**src/rtl/oqs_pkg.sv**
```systemverilog
package oqs_pkg;

  typedef enum logic {ST_IDLE, ST_SEND} oqs_state_e;

  // Add a share, clamp at the cap, then remove one unit if a page left.
  function automatic logic [31:0] credit_step(input logic [31:0] cur,
                                              input logic [31:0] add,
                                              input logic [31:0] cap,
                                              input logic        take);
    logic [31:0] s;
    s = cur + add;
    if (s > cap) s = cap;
    if (take && s != 32'd0) s = s - 32'd1;
    return s;
  endfunction

endpackage

```
**src/rtl/oqs_page_store.sv**
```systemverilog
module oqs_page_store #(
  parameter int NF    = 4,
  parameter int DEPTH = 8,
  parameter int DW    = 16,
  localparam int FW   = (NF > 1) ? $clog2(NF) : 1,
  localparam int PW   = (DEPTH > 1) ? $clog2(DEPTH) : 1,
  localparam int CTW  = $clog2(DEPTH + 1)
) (
  input  logic          clk,
  input  logic          rst_n,
  input  logic          wr_en,
  input  logic [FW-1:0] wr_flow,
  input  logic [DW-1:0] wr_data,
  input  logic          wr_eop,
  input  logic          rd_en,
  input  logic [FW-1:0] rd_flow,
  output logic [DW-1:0] rd_data,
  output logic          rd_eop,
  output logic [NF-1:0] pkt_avail
);

  logic [DW:0] head_vec [NF];

  for (genvar g = 0; g < NF; g++) begin : g_flow
    logic [DW:0]    mem [DEPTH];
    logic [PW-1:0]  wptr, rptr;
    logic [CTW-1:0] cnt, pkts;
    logic           push, pop, push_eop, pop_eop;

    assign push     = wr_en && (wr_flow == FW'(g)) && (cnt != CTW'(DEPTH));
    assign pop      = rd_en && (rd_flow == FW'(g)) && (cnt != '0);
    assign push_eop = push && wr_eop;
    assign pop_eop  = pop && mem[rptr][DW];
    assign head_vec[g] = mem[rptr];
    // completion in this cycle already counts (arrival precedes ready)
    assign pkt_avail[g] = (pkts != '0) || push_eop;

    always_ff @(posedge clk) begin
      if (push) mem[wptr] <= {wr_eop, wr_data};
    end

    always_ff @(posedge clk) begin
      if (!rst_n) begin
        wptr <= '0;
        rptr <= '0;
        cnt  <= '0;
        pkts <= '0;
      end else begin
        if (push) wptr <= (wptr == PW'(DEPTH - 1)) ? '0 : wptr + PW'(1);
        if (pop)  rptr <= (rptr == PW'(DEPTH - 1)) ? '0 : rptr + PW'(1);
        cnt  <= cnt + CTW'(push) - CTW'(pop);
        pkts <= pkts + CTW'(push_eop) - CTW'(pop_eop);
      end
    end
  end

  assign rd_data = head_vec[rd_flow][DW-1:0];
  assign rd_eop  = head_vec[rd_flow][DW];

endmodule

```
**src/rtl/oqs_credit_bank.sv**
```systemverilog
module oqs_credit_bank #(
  parameter int NF  = 4,
  parameter int SW  = 4,
  parameter int CW  = 5,
  parameter int CAP = 20,
  localparam int FW = (NF > 1) ? $clog2(NF) : 1
) (
  input  logic             clk,
  input  logic             rst_n,
  input  logic             cfg_we,
  input  logic [FW-1:0]    cfg_flow,
  input  logic [SW-1:0]    cfg_share,
  input  logic             tick,
  input  logic             dec_en,
  input  logic [FW-1:0]    dec_flow,
  output logic [NF*CW-1:0] credit_flat,
  output logic [NF*CW-1:0] view_flat,
  output logic [NF*SW-1:0] share_flat
);

  for (genvar g = 0; g < NF; g++) begin : g_cred
    logic [SW-1:0] pend_q, pend_d, act_q;
    logic [CW-1:0] cred_q, view;
    logic          take;

    // share write is ordered before the timer in the same cycle
    assign pend_d = (cfg_we && cfg_flow == FW'(g)) ? cfg_share : pend_q;
    assign view   = tick ? CW'(oqs_pkg::credit_step(32'(cred_q), 32'(pend_d),
                                                    32'(CAP), 1'b0))
                         : cred_q;
    assign take   = dec_en && (dec_flow == FW'(g));

    always_ff @(posedge clk) begin
      if (!rst_n) begin
        pend_q <= '0;
        act_q  <= '0;
        cred_q <= '0;
      end else begin
        pend_q <= pend_d;
        if (tick) act_q <= pend_d;
        cred_q <= CW'(oqs_pkg::credit_step(32'(view), 32'd0, 32'(CAP), take));
      end
    end

    assign credit_flat[g*CW +: CW] = cred_q;
    assign view_flat[g*CW +: CW]   = view;
    assign share_flat[g*SW +: SW]  = act_q;
  end

endmodule

```
**src/rtl/oqs_picker.sv**
```systemverilog
module oqs_picker #(
  parameter int NF  = 4,
  parameter int CW  = 5,
  localparam int FW = (NF > 1) ? $clog2(NF) : 1
) (
  input  logic [NF-1:0]    elig,
  input  logic [NF*CW-1:0] credit_flat,
  output logic             found,
  output logic [FW-1:0]    pick
);

  logic [CW-1:0] best;

  // strict greater-than keeps the lowest index on a tie
  always_comb begin
    found = 1'b0;
    pick  = '0;
    best  = '0;
    for (int i = 0; i < NF; i++) begin
      if (elig[i] && (!found || credit_flat[i*CW +: CW] > best)) begin
        found = 1'b1;
        pick  = FW'(i);
        best  = credit_flat[i*CW +: CW];
      end
    end
  end

endmodule

```
**src/rtl/oqs_sched.sv**
```systemverilog
module oqs_sched #(
  parameter int NF    = 4,
  parameter int DEPTH = 8,
  parameter int DW    = 16,
  parameter int SW    = 4,
  parameter int CW    = 5,
  parameter int CAP   = 20,
  localparam int FW   = (NF > 1) ? $clog2(NF) : 1
) (
  input  logic          clk,
  input  logic          rst_n,
  input  logic          pg_valid,
  input  logic [FW-1:0] pg_flow,
  input  logic [DW-1:0] pg_data,
  input  logic          pg_eop,
  input  logic          cfg_we,
  input  logic [FW-1:0] cfg_flow,
  input  logic [SW-1:0] cfg_share,
  input  logic          tick,
  input  logic          tx_ready,
  output logic          tx_valid,
  output logic [FW-1:0] tx_flow,
  output logic [DW-1:0] tx_data,
  output logic          tx_eop
);

  import oqs_pkg::*;

  oqs_state_e    state;
  logic [FW-1:0] sel_flow;

  // named event wires
  logic          evt_ready, start_evt, page_pop, pick_found;
  logic [FW-1:0] pick_flow;
  logic [NF-1:0] pkt_avail, elig;
  logic [NF*CW-1:0] credit_flat, view_flat;
  logic [NF*SW-1:0] share_flat;
  logic [DW-1:0] rd_data;
  logic          rd_eop;

  assign evt_ready = tx_ready && (state == ST_IDLE);
  assign start_evt = evt_ready && pick_found;
  assign page_pop  = (state == ST_SEND);

  oqs_page_store #(.NF(NF), .DEPTH(DEPTH), .DW(DW)) u_store (
    .clk(clk), .rst_n(rst_n),
    .wr_en(pg_valid), .wr_flow(pg_flow), .wr_data(pg_data), .wr_eop(pg_eop),
    .rd_en(page_pop), .rd_flow(sel_flow),
    .rd_data(rd_data), .rd_eop(rd_eop), .pkt_avail(pkt_avail)
  );

  oqs_credit_bank #(.NF(NF), .SW(SW), .CW(CW), .CAP(CAP)) u_bank (
    .clk(clk), .rst_n(rst_n),
    .cfg_we(cfg_we), .cfg_flow(cfg_flow), .cfg_share(cfg_share),
    .tick(tick), .dec_en(page_pop), .dec_flow(sel_flow),
    .credit_flat(credit_flat), .view_flat(view_flat), .share_flat(share_flat)
  );

  for (genvar g = 0; g < NF; g++) begin : g_elig
    assign elig[g] = pkt_avail[g] && (view_flat[g*CW +: CW] != '0);
  end

  oqs_picker #(.NF(NF), .CW(CW)) u_pick (
    .elig(elig), .credit_flat(view_flat), .found(pick_found), .pick(pick_flow)
  );

  always_ff @(posedge clk) begin
    if (!rst_n) begin
      state    <= ST_IDLE;
      sel_flow <= '0;
    end else begin
      case (state)
        ST_IDLE: if (start_evt) begin
          state    <= ST_SEND;
          sel_flow <= pick_flow;
        end
        ST_SEND: if (rd_eop) state <= ST_IDLE;
        default: state <= ST_IDLE;
      endcase
    end
  end

  assign tx_valid = page_pop;
  assign tx_flow  = sel_flow;
  assign tx_data  = rd_data;
  assign tx_eop   = rd_eop;

endmodule

```
**config.mk**
```make
export PLATFORM = sky130hd
export DESIGN_NAME = oqs_sched
export DESIGN_NICKNAME = d
export VERILOG_FILES = /design/src/rtl/oqs_pkg.sv /design/src/rtl/oqs_page_store.sv /design/src/rtl/oqs_credit_bank.sv /design/src/rtl/oqs_picker.sv /design/src/rtl/oqs_sched.sv
export SDC_FILE = /design/constraint.sdc
export NUM_CORES = 1
export LEC_CHECK = 0
export CAP_MARGIN = 20
export CELL_PAD_IN_SITES_DETAIL_PLACEMENT = 2
export CELL_PAD_IN_SITES_GLOBAL_PLACEMENT = 2
export CORE_MARGIN = 5
export CORE_UTILIZATION = 40
export DETAILED_ROUTE_END_ITERATION = 8
export PLACE_DENSITY_LB_ADDON = 0.2
export SYNTH_ARGS = -nofsm -noshare
export SYNTH_HDL_FRONTEND = slang
export SYNTH_SLANG_ARGS = --single-unit
```
**constraint.sdc**
```tcl
create_clock -name clk -period 9.7 [get_ports clk]
set_input_delay 1.94 -clock clk [delete_from_list [all_inputs] [get_ports clk]]
set_output_delay 1.94 -clock clk [all_outputs]
set_load 0.01 [all_outputs]
```
**Word-level counts from Yosys, hierarchy flattened**

Memory sizes are Yosys's and may differ from the RTL's. A register that Yosys moved wholly into a read port is not among the register bits.
Index checks and enable logic that the tools add are counted.

- Register bits: 95
- Memory bits (writable): 544
- Input bits: 31
- Output and inout bits: 20
- Logic and storage cells: 232
- Memories: 4

- Add/subtract/negate cells: 32
- $lt $le $gt $ge: 12
- Eq/ne operators: 21
- Muxes and demuxes: 64
- Bitwise operators: 2
- Reduce and logical (&&, ||, !) cells: 71

Memories:

| memory | words | bits a word | read ports | clocked after memory_dff | wr ports | line | text |
|---|---|---|---|---|---|---|---|
| u_store.g_flow[0].mem | 8 | 17 | 1 | 1 | 1 | oqs_page_store.sv:25 | `logic [DW:0] mem [DEPTH];` |
| u_store.g_flow[1].mem | 8 | 17 | 1 | 1 | 1 | oqs_page_store.sv:25 |  |
| u_store.g_flow[2].mem | 8 | 17 | 1 | 1 | 1 | oqs_page_store.sv:25 |  |
| u_store.g_flow[3].mem | 8 | 17 | 1 | 1 | 1 | oqs_page_store.sv:25 |  |

Operators with widths:

| cell | count |
|---|---|
| $mux 32 | 4 |
| $reduce_bool 32->1 | 4 |
| $mux 5 | 19 |
| $mux 3 | 16 |
| $logic_and 1x1->1 | 41 |
| $bmux 17 s2 | 1 |
| $mux 17 | 2 |
| $add 4x1->4 | 8 |
| $reduce_bool 4->1 | 8 |
| $sub 4x1->4 | 8 |
| $add 3x1->3 const B | 8 |
| $add 5x4->6 | 4 |
| $eq 3x3->1 const B | 8 |
| $gt 6x5->1 const B | 4 |
| $gt 5x5->1 const B | 4 |
| $reduce_bool 5->1 | 4 |
| $sub 5x1->5 const B | 4 |
| $mux 4 | 4 |
| $ne 4x4->1 const B | 4 |
| $gt 5x5->1 | 3 |
| $mux 1 | 15 |
| $eq 2x2->1 const B | 6 |
| $logic_or 1x1->1 | 7 |
| $eq 2x1->1 const B | 3 |
| other kinds (8) | 13 |

**Depth between registers and ports, before layout**

- Depth in word-level cells: 25
- Depth in mapped cells: 38
- Mapped depth without buffers: 38

**Modules after synthesis**

Synthesis repeated with hierarchy kept, for this count alone.

- Cells, all modules: 1774
- Area total of the unflattened synthesis: 28767.6 sq um

By module, submodules not included:

| module | instances | cells each | area each (sq um) | sequential area each (sq um) |
|---|---|---|---|---|
| oqs_page_store | 1 | 1222 | 24290.8 | 17697.0 |
| oqs_credit_bank | 1 | 456 | 3731.1 | 1041.0 |
| oqs_picker | 1 | 76 | 568.0 | 0.0 |
| oqs_sched | 1 | 20 | 177.7 | 60.1 |

**Worst setup path after synthesis**

Ideal clock, no wire load.

- Path kind: input to register
- Start point: in cfg_flow[0]
- End point: reg sel_flow[0] (netlist: tx_flow[0])
- Setup time: 130 ps
- Data arrival time: 8614 ps
- Required time: 9570 ps
- Setup slack: 956 ps
- Stages on the path: 36
- Path buffers: 0
- Cells stage by stage: nor3b_1 mux2_2 ha_1 inv_1 fa_1 and2b_4 a32o_2 o21ai_0 nand3_1 o22ai_1 nand2_1 ha_1 nor2b_1 o21a_1 o21ai_0 a21oi_1 o21bai_2 mux2_2 ha_1 nor2b_1 o21ai_0 nand2b_1 a21oi_1 nor2b_1 o22ai_1 a21oi_4 mux2_2 ha_1 nor2b_1 o21a_1 o21a_1 o21a_1 o22ai_1 o31a_1 o211a_1 a211oi_1

- Longest elaborated chain between the ends: 24
- Elaborated cells on any way between the ends: 60
- Classes of those cells: add/sub: 4; order compare: 7; eq/ne: 3; mux: 22; reduce/logical: 24

Ends and longest elaborated chain:

| item | line | text |
|---|---|---|
| start: declaration | oqs_sched.sv:17 | `input logic [FW-1:0] cfg_flow,` |
| $logic_not 2->1 * | oqs_credit_bank.sv:27 | `assign pend_d = (cfg_we && cfg_flow == FW'(g)) ? cfg_share : pend_q;` |
| $logic_and 1x1->1 * | oqs_credit_bank.sv:27 |  |
| $mux 4 * | oqs_credit_bank.sv:27 |  |
| via u_bank.g_cred[0].pend_d[0] | oqs_credit_bank.sv:22 | `logic [SW-1:0] pend_q, pend_d, act_q;` |
| $add 5x4->6 * | oqs_pkg.sv:11 | `s = cur + add;` |
| $gt 6x5->1 | oqs_pkg.sv:12 | `if (s > cap) s = cap;` |
| $mux 5 * | oqs_pkg.sv:12 |  |
| $mux 5 * | oqs_credit_bank.sv:28 | `assign view = tick ? CW'(oqs_pkg::credit_step(32'(cred_q), 32'(pend_d),` |
| (+9 left out) | -- |  |
| $logic_and 1x1->1 | oqs_picker.sv:20 | `if (elig[i] && (!found \|\| credit_flat[i*CW +: CW] > best)) begin` |
| $mux 5 or $mux 1 (tied branches) | oqs_picker.sv:20 |  |
| $gt 5x5->1 or $logic_not 1->1 (tied branches) | oqs_picker.sv:20 |  |
| $logic_or 1x1->1 | oqs_picker.sv:20 |  |
| $logic_and 1x1->1 | oqs_picker.sv:20 |  |
| $mux 1 | oqs_picker.sv:20 |  |
| $logic_and 1x1->1 | oqs_sched.sv:42 | `assign start_evt = evt_ready && pick_found;` |
| $reduce_and 2->1 (no source line) | -- |  |
| end signal: assignment | oqs_sched.sv:75 | `sel_flow <= pick_flow;` |
| end: declaration | oqs_sched.sv:30 | `logic [FW-1:0] sel_flow;` |

Mark *: on every way through the listed nets, which the timed path passes. The rest lies on a longest branch.
A chain may end at the register's enable or synchronous reset.

**Worst setup path after layout**

- Start point: in cfg_we
- End point: reg sel_flow[1] (netlist: tx_flow[1])

- Longest elaborated chain between the ends: 23
- Elaborated cells on any way between the ends: 55
- Classes of those cells: add/sub: 4; order compare: 7; mux: 21; reduce/logical: 23

Ends and longest elaborated chain:

| item | line | text |
|---|---|---|
| start: declaration | oqs_sched.sv:16 | `input logic cfg_we,` |
| $logic_and 1x1->1 * | oqs_credit_bank.sv:27 |  |
| $mux 4 * | oqs_credit_bank.sv:27 |  |
| via u_bank.g_cred[0].pend_d[0] | oqs_credit_bank.sv:22 |  |
| $add 5x4->6 * | oqs_pkg.sv:11 |  |
| $gt 6x5->1 | oqs_pkg.sv:12 |  |
| $mux 5 * | oqs_pkg.sv:12 |  |
| $mux 5 * | oqs_credit_bank.sv:28 |  |
| $reduce_bool 5->1 | oqs_sched.sv:60 | `assign elig[g] = pkt_avail[g] && (view_flat[g*CW +: CW] != '0);` |
| (+8 left out) | -- |  |
| $logic_and 1x1->1 | oqs_picker.sv:20 |  |
| $mux 5 or $mux 1 (tied branches) | oqs_picker.sv:20 |  |
| $gt 5x5->1 or $logic_not 1->1 (tied branches) | oqs_picker.sv:20 |  |
| $logic_or 1x1->1 | oqs_picker.sv:20 |  |
| $logic_and 1x1->1 | oqs_picker.sv:20 |  |
| $mux 1 | oqs_picker.sv:20 |  |
| $logic_and 1x1->1 | oqs_sched.sv:42 |  |
| $reduce_and 2->1 (no source line) | -- |  |

Marks and branches as above.

==> impl_metrics.env <==
export IMPL_status="finished clean"
export IMPL_numClockSinks=651
export IMPL_postSynthAreaPerCell_sq_um=16.2
export IMPL_critPathMaxFanout=6
export IMPL_htreeDepth=3
export IMPL_tightest_slew_ns=1.13
export IMPL_die_area_sq_um=76800
export IMPL_first_iter_violations=1123
export IMPL_peakVddDrop_mv=0.161
export IMPL_cpMostUsedCell="o21a_1"
export IMPL_cts_tree="built"
export IMPL_ys_seq_elements=651
export IMPL_dp_cells=2765
export IMPL_ant_nets=0
export IMPL_dr_pass1_iters=5
export IMPL_final_cells=2897
export IMPL_clk_latency_ns=0.62
export IMPL_clk_path_buf_depth=3
export IMPL_worstSetupEndpointType="register"
export IMPL_grt_first_pass_wirelength_um=122000
export IMPL_vias=16400
export IMPL_initial_core_util_pct=40.1
export IMPL_hpwlAfterDp_um=50600
export IMPL_tns_ns=0
export IMPL_critPathArrivalTime_ns=9.69
export IMPL_synth_cells=1763
export IMPL_finalMaxSlewViolations=0
export IMPL_clock_fmax_mhz=109
export IMPL_path_class="in -> reg"
export IMPL_wl_per_cell_um=28.2
export IMPL_hold_viol_final=0
export IMPL_finalCritPeriodShare_pct=94.7
export IMPL_yosysUniqueCellTypes=92
export IMPL_maxSlewHeadroom_pct=24.5
export IMPL_cts_root_buf="clkbuf_16"
export IMPL_grt_max_degree=69
export IMPL_cts_buffers=73
export IMPL_drive_gt1_share_pct=22.0
export IMPL_grt_pass1_vias=18300
export IMPL_drc=0
export IMPL_yosysWarnings=0
export IMPL_final_cell_mix="edfxtp_1 (544), mux4_2 (137), nor2_1 (103), dfxtp_1 (103), ha_1 (99)"
export IMPL_fin_nets=2032
export IMPL_worst_slack_ns=0.518
export IMPL_viasPerCell=5.64
export IMPL_crit_family="compound AO/OA/AOI/OAI gates"
export IMPL_placementRows=98
export IMPL_cellLeakagePower_nw=11.0
export IMPL_hold_start="u_store.g_flow[1].rptr[1]"
export IMPL_synth_edff_count=544
export IMPL_clock_skew_ns=0.0203
export IMPL_worstSetupStartpoint="cfg_we"
export IMPL_cp_depth=39
export IMPL_maxCapViolCount=0
export IMPL_track_usage_pct=21.2
export IMPL_reg2reg_from="u_bank.g_cred[0].pend_q[0]"
export IMPL_syn_to_final_growth_pct=16.1
export IMPL_n_fill_cell=6633
export IMPL_syn_nets=1905
export IMPL_hp_class="reg -> reg"
export IMPL_r2r_cells=37
export IMPL_period_needed_ns=9.18
export IMPL_synth_seq_area_share_pct=64.7
export IMPL_gp_congestion=0.791
export IMPL_clk_pin_slew_ns=0.06
export IMPL_start_kind="input pin"
export IMPL_synth_flop_cell="edfxtp_1"
export IMPL_drt_wl_total_um=81800
export IMPL_syn_area_sq_um=28500
export IMPL_holdBufCountCts=0
export IMPL_worstHoldPathCells=2
export IMPL_mostFrequentLayoutCell="edfxtp_1"
export IMPL_critPathSlowestCell="clkdlybuf4s50_1"
export IMPL_core_area_sq_um=71100
export IMPL_die_y_um=277
export IMPL_num_io_pins=51
export IMPL_finalPower_mw=7.15
export IMPL_power_density_nw_per_um2=216
export IMPL_port_buffer_count=50
export IMPL_grt_ovfl_total=0
export IMPL_finalSetupViolCount=0
export IMPL_crit_required_ns=10.21
export IMPL_post_place_ws_ns=-0.279
export IMPL_n_antenna_cell=0
export IMPL_antenna_found_initial=3
export IMPL_crit_buf_inv=4
export IMPL_whs_ns=0.509
export IMPL_slowest_delay_ns=0.52
export IMPL_fp_dieW_um=277
export IMPL_async_reset_ff_share_pct=0
==> stage by stage <==
step	util, %	cell area (sq um)
6_report	46.6	33100
5_1_grt	46.6	33100
4_1_cts	46.6	33100
3_5_place_dp	43.0	30600
3_3_place_gp	43.0	30600
2_1_floorplan	-	28500
==> state kept, by name (all words and copies together), names as in the netlist, named ones only <==
name	flops
tx_valid	1
u_store.g_flow.wptr	12
tx_flow	2
u_store.g_flow.pkts	16
u_store.g_flow.cnt	16
u_store.g_flow.rptr	12
u_bank.g_cred.pend_q	16
u_store.g_flow.mem	544
u_bank.g_cred.cred_q	20
==> metal layers <==
metal | vias to the layer above | track usage (%) | wire (um)
li1 | 7140 | - | -
met1 | 8656 | 27.8 | 34200
met2 | 436 | 36.1 | 40800
met3 | 116 | 3.63 | 4100
met4 | 2 | 7.16 | 2670
met5 | - | 0 | 11
==> power breakdown <==
group          total [mW]  switching, mW  internal [mW]
Combinational        1.08          0.641          0.435
Clock                2.94           1.18           1.76
Sequential           3.13         0.0418           3.09
==> synth_stat cells, types with 4 or more instances <==
cell | count | area [sq um]
nor2_1 | 103 | 387
or2_2 | 9 | 56.3
a31oi_1 | 4 | 25.0
a21o_1 | 13 | 97.6
o2111ai_1 | 5 | 43.8
ha_1 | 99 | 1240
o31ai_1 | 4 | 30.0
o21ai_0 | 13 | 65.1
o22ai_1 | 5 | 31.3
or3_1 | 11 | 68.8
nand3b_1 | 12 | 90.1
nand4_1 | 8 | 50.1
dfxtp_1 | 107 | 2140
buf_2 | 6 | 30.0
nand3_1 | 15 | 75.1
edfxtp_1 | 544 | 16300
clkbuf_1 | 42 | 158
o211ai_1 | 23 | 173
buf_1 | 20 | 75.1
o221ai_1 | 19 | 166
o21a_1 | 11 | 82.6
nand2b_1 | 18 | 113
mux2_2 | 34 | 383
nor2b_1 | 16 | 100
a21oi_1 | 46 | 230
inv_1 | 98 | 368
nor3b_1 | 18 | 135
nor4b_1 | 6 | 52.6
xnor2_1 | 17 | 149
nor3_1 | 17 | 85.1
mux4_2 | 137 | 3090
a211oi_1 | 4 | 30.0
nand2_1 | 68 | 255
mux2i_1 | 82 | 821
and2_1 | 21 | 131
xor2_1 | 13 | 114
fa_1 | 12 | 240
==> repair_timing <==
| item | in CTS | in global routing |
|---|---|---|
| endpoints found under the setup margin | 0 | 2 |
| resized for setup | 0 | 2 |
| buffers inserted | 0 | 0 |
==> final timing paths <==
path / to / slack (ns)
worst max-delay path: tx_flow[1] / 0.52
worst min-delay path: register / 0.51
worst max register to register: tx_flow[1] / 2.36
worst min register to register: register / 0.51
==> cells by family (layout without fill, tap and decap cells) <==
family | Yosys count | in the layout | synth area share [%]
multiplexers | 254 | 254 | 15.1
AND/OR/NAND/NOR | 342 | 342 | 6.20
adder cells (fa/ha/maj) | 111 | 111 | 5.18
flip-flops | 651 | 651 | 64.7
buffers and inverters | 175 | 359 | 2.49
XOR/XNOR | 30 | 30 | 0.921
AO/OA/AOI/OAI | 200 | 200 | 5.40
==> cell type report <==
cell class	count	area, sq um	share of cell area [%]
Inverter	101	379	1.14
Sequential cell	651	18500	55.8
Clock inverter	46	591	1.78
Tap cell	950	1190	3.59
Clock buffer	86	1940	5.84
Timing Repair Buffer	126	1070	3.22
Multi-Input combinational cell	937	9500	28.7
==> worst register-to-register path: cells and delay by family, from the launching register on <==
kind                     cells  cell delay, ns
adder cells (fa/ha/maj)      5            1.45
multiplexers                 3            0.81
flip-flops                   1            0.32
buffers and inverters        3            0.32
AND/OR/NAND/NOR              8            1.31
AO/OA/AOI/OAI               18            3.00
Power figures use the tool's default switching activity.
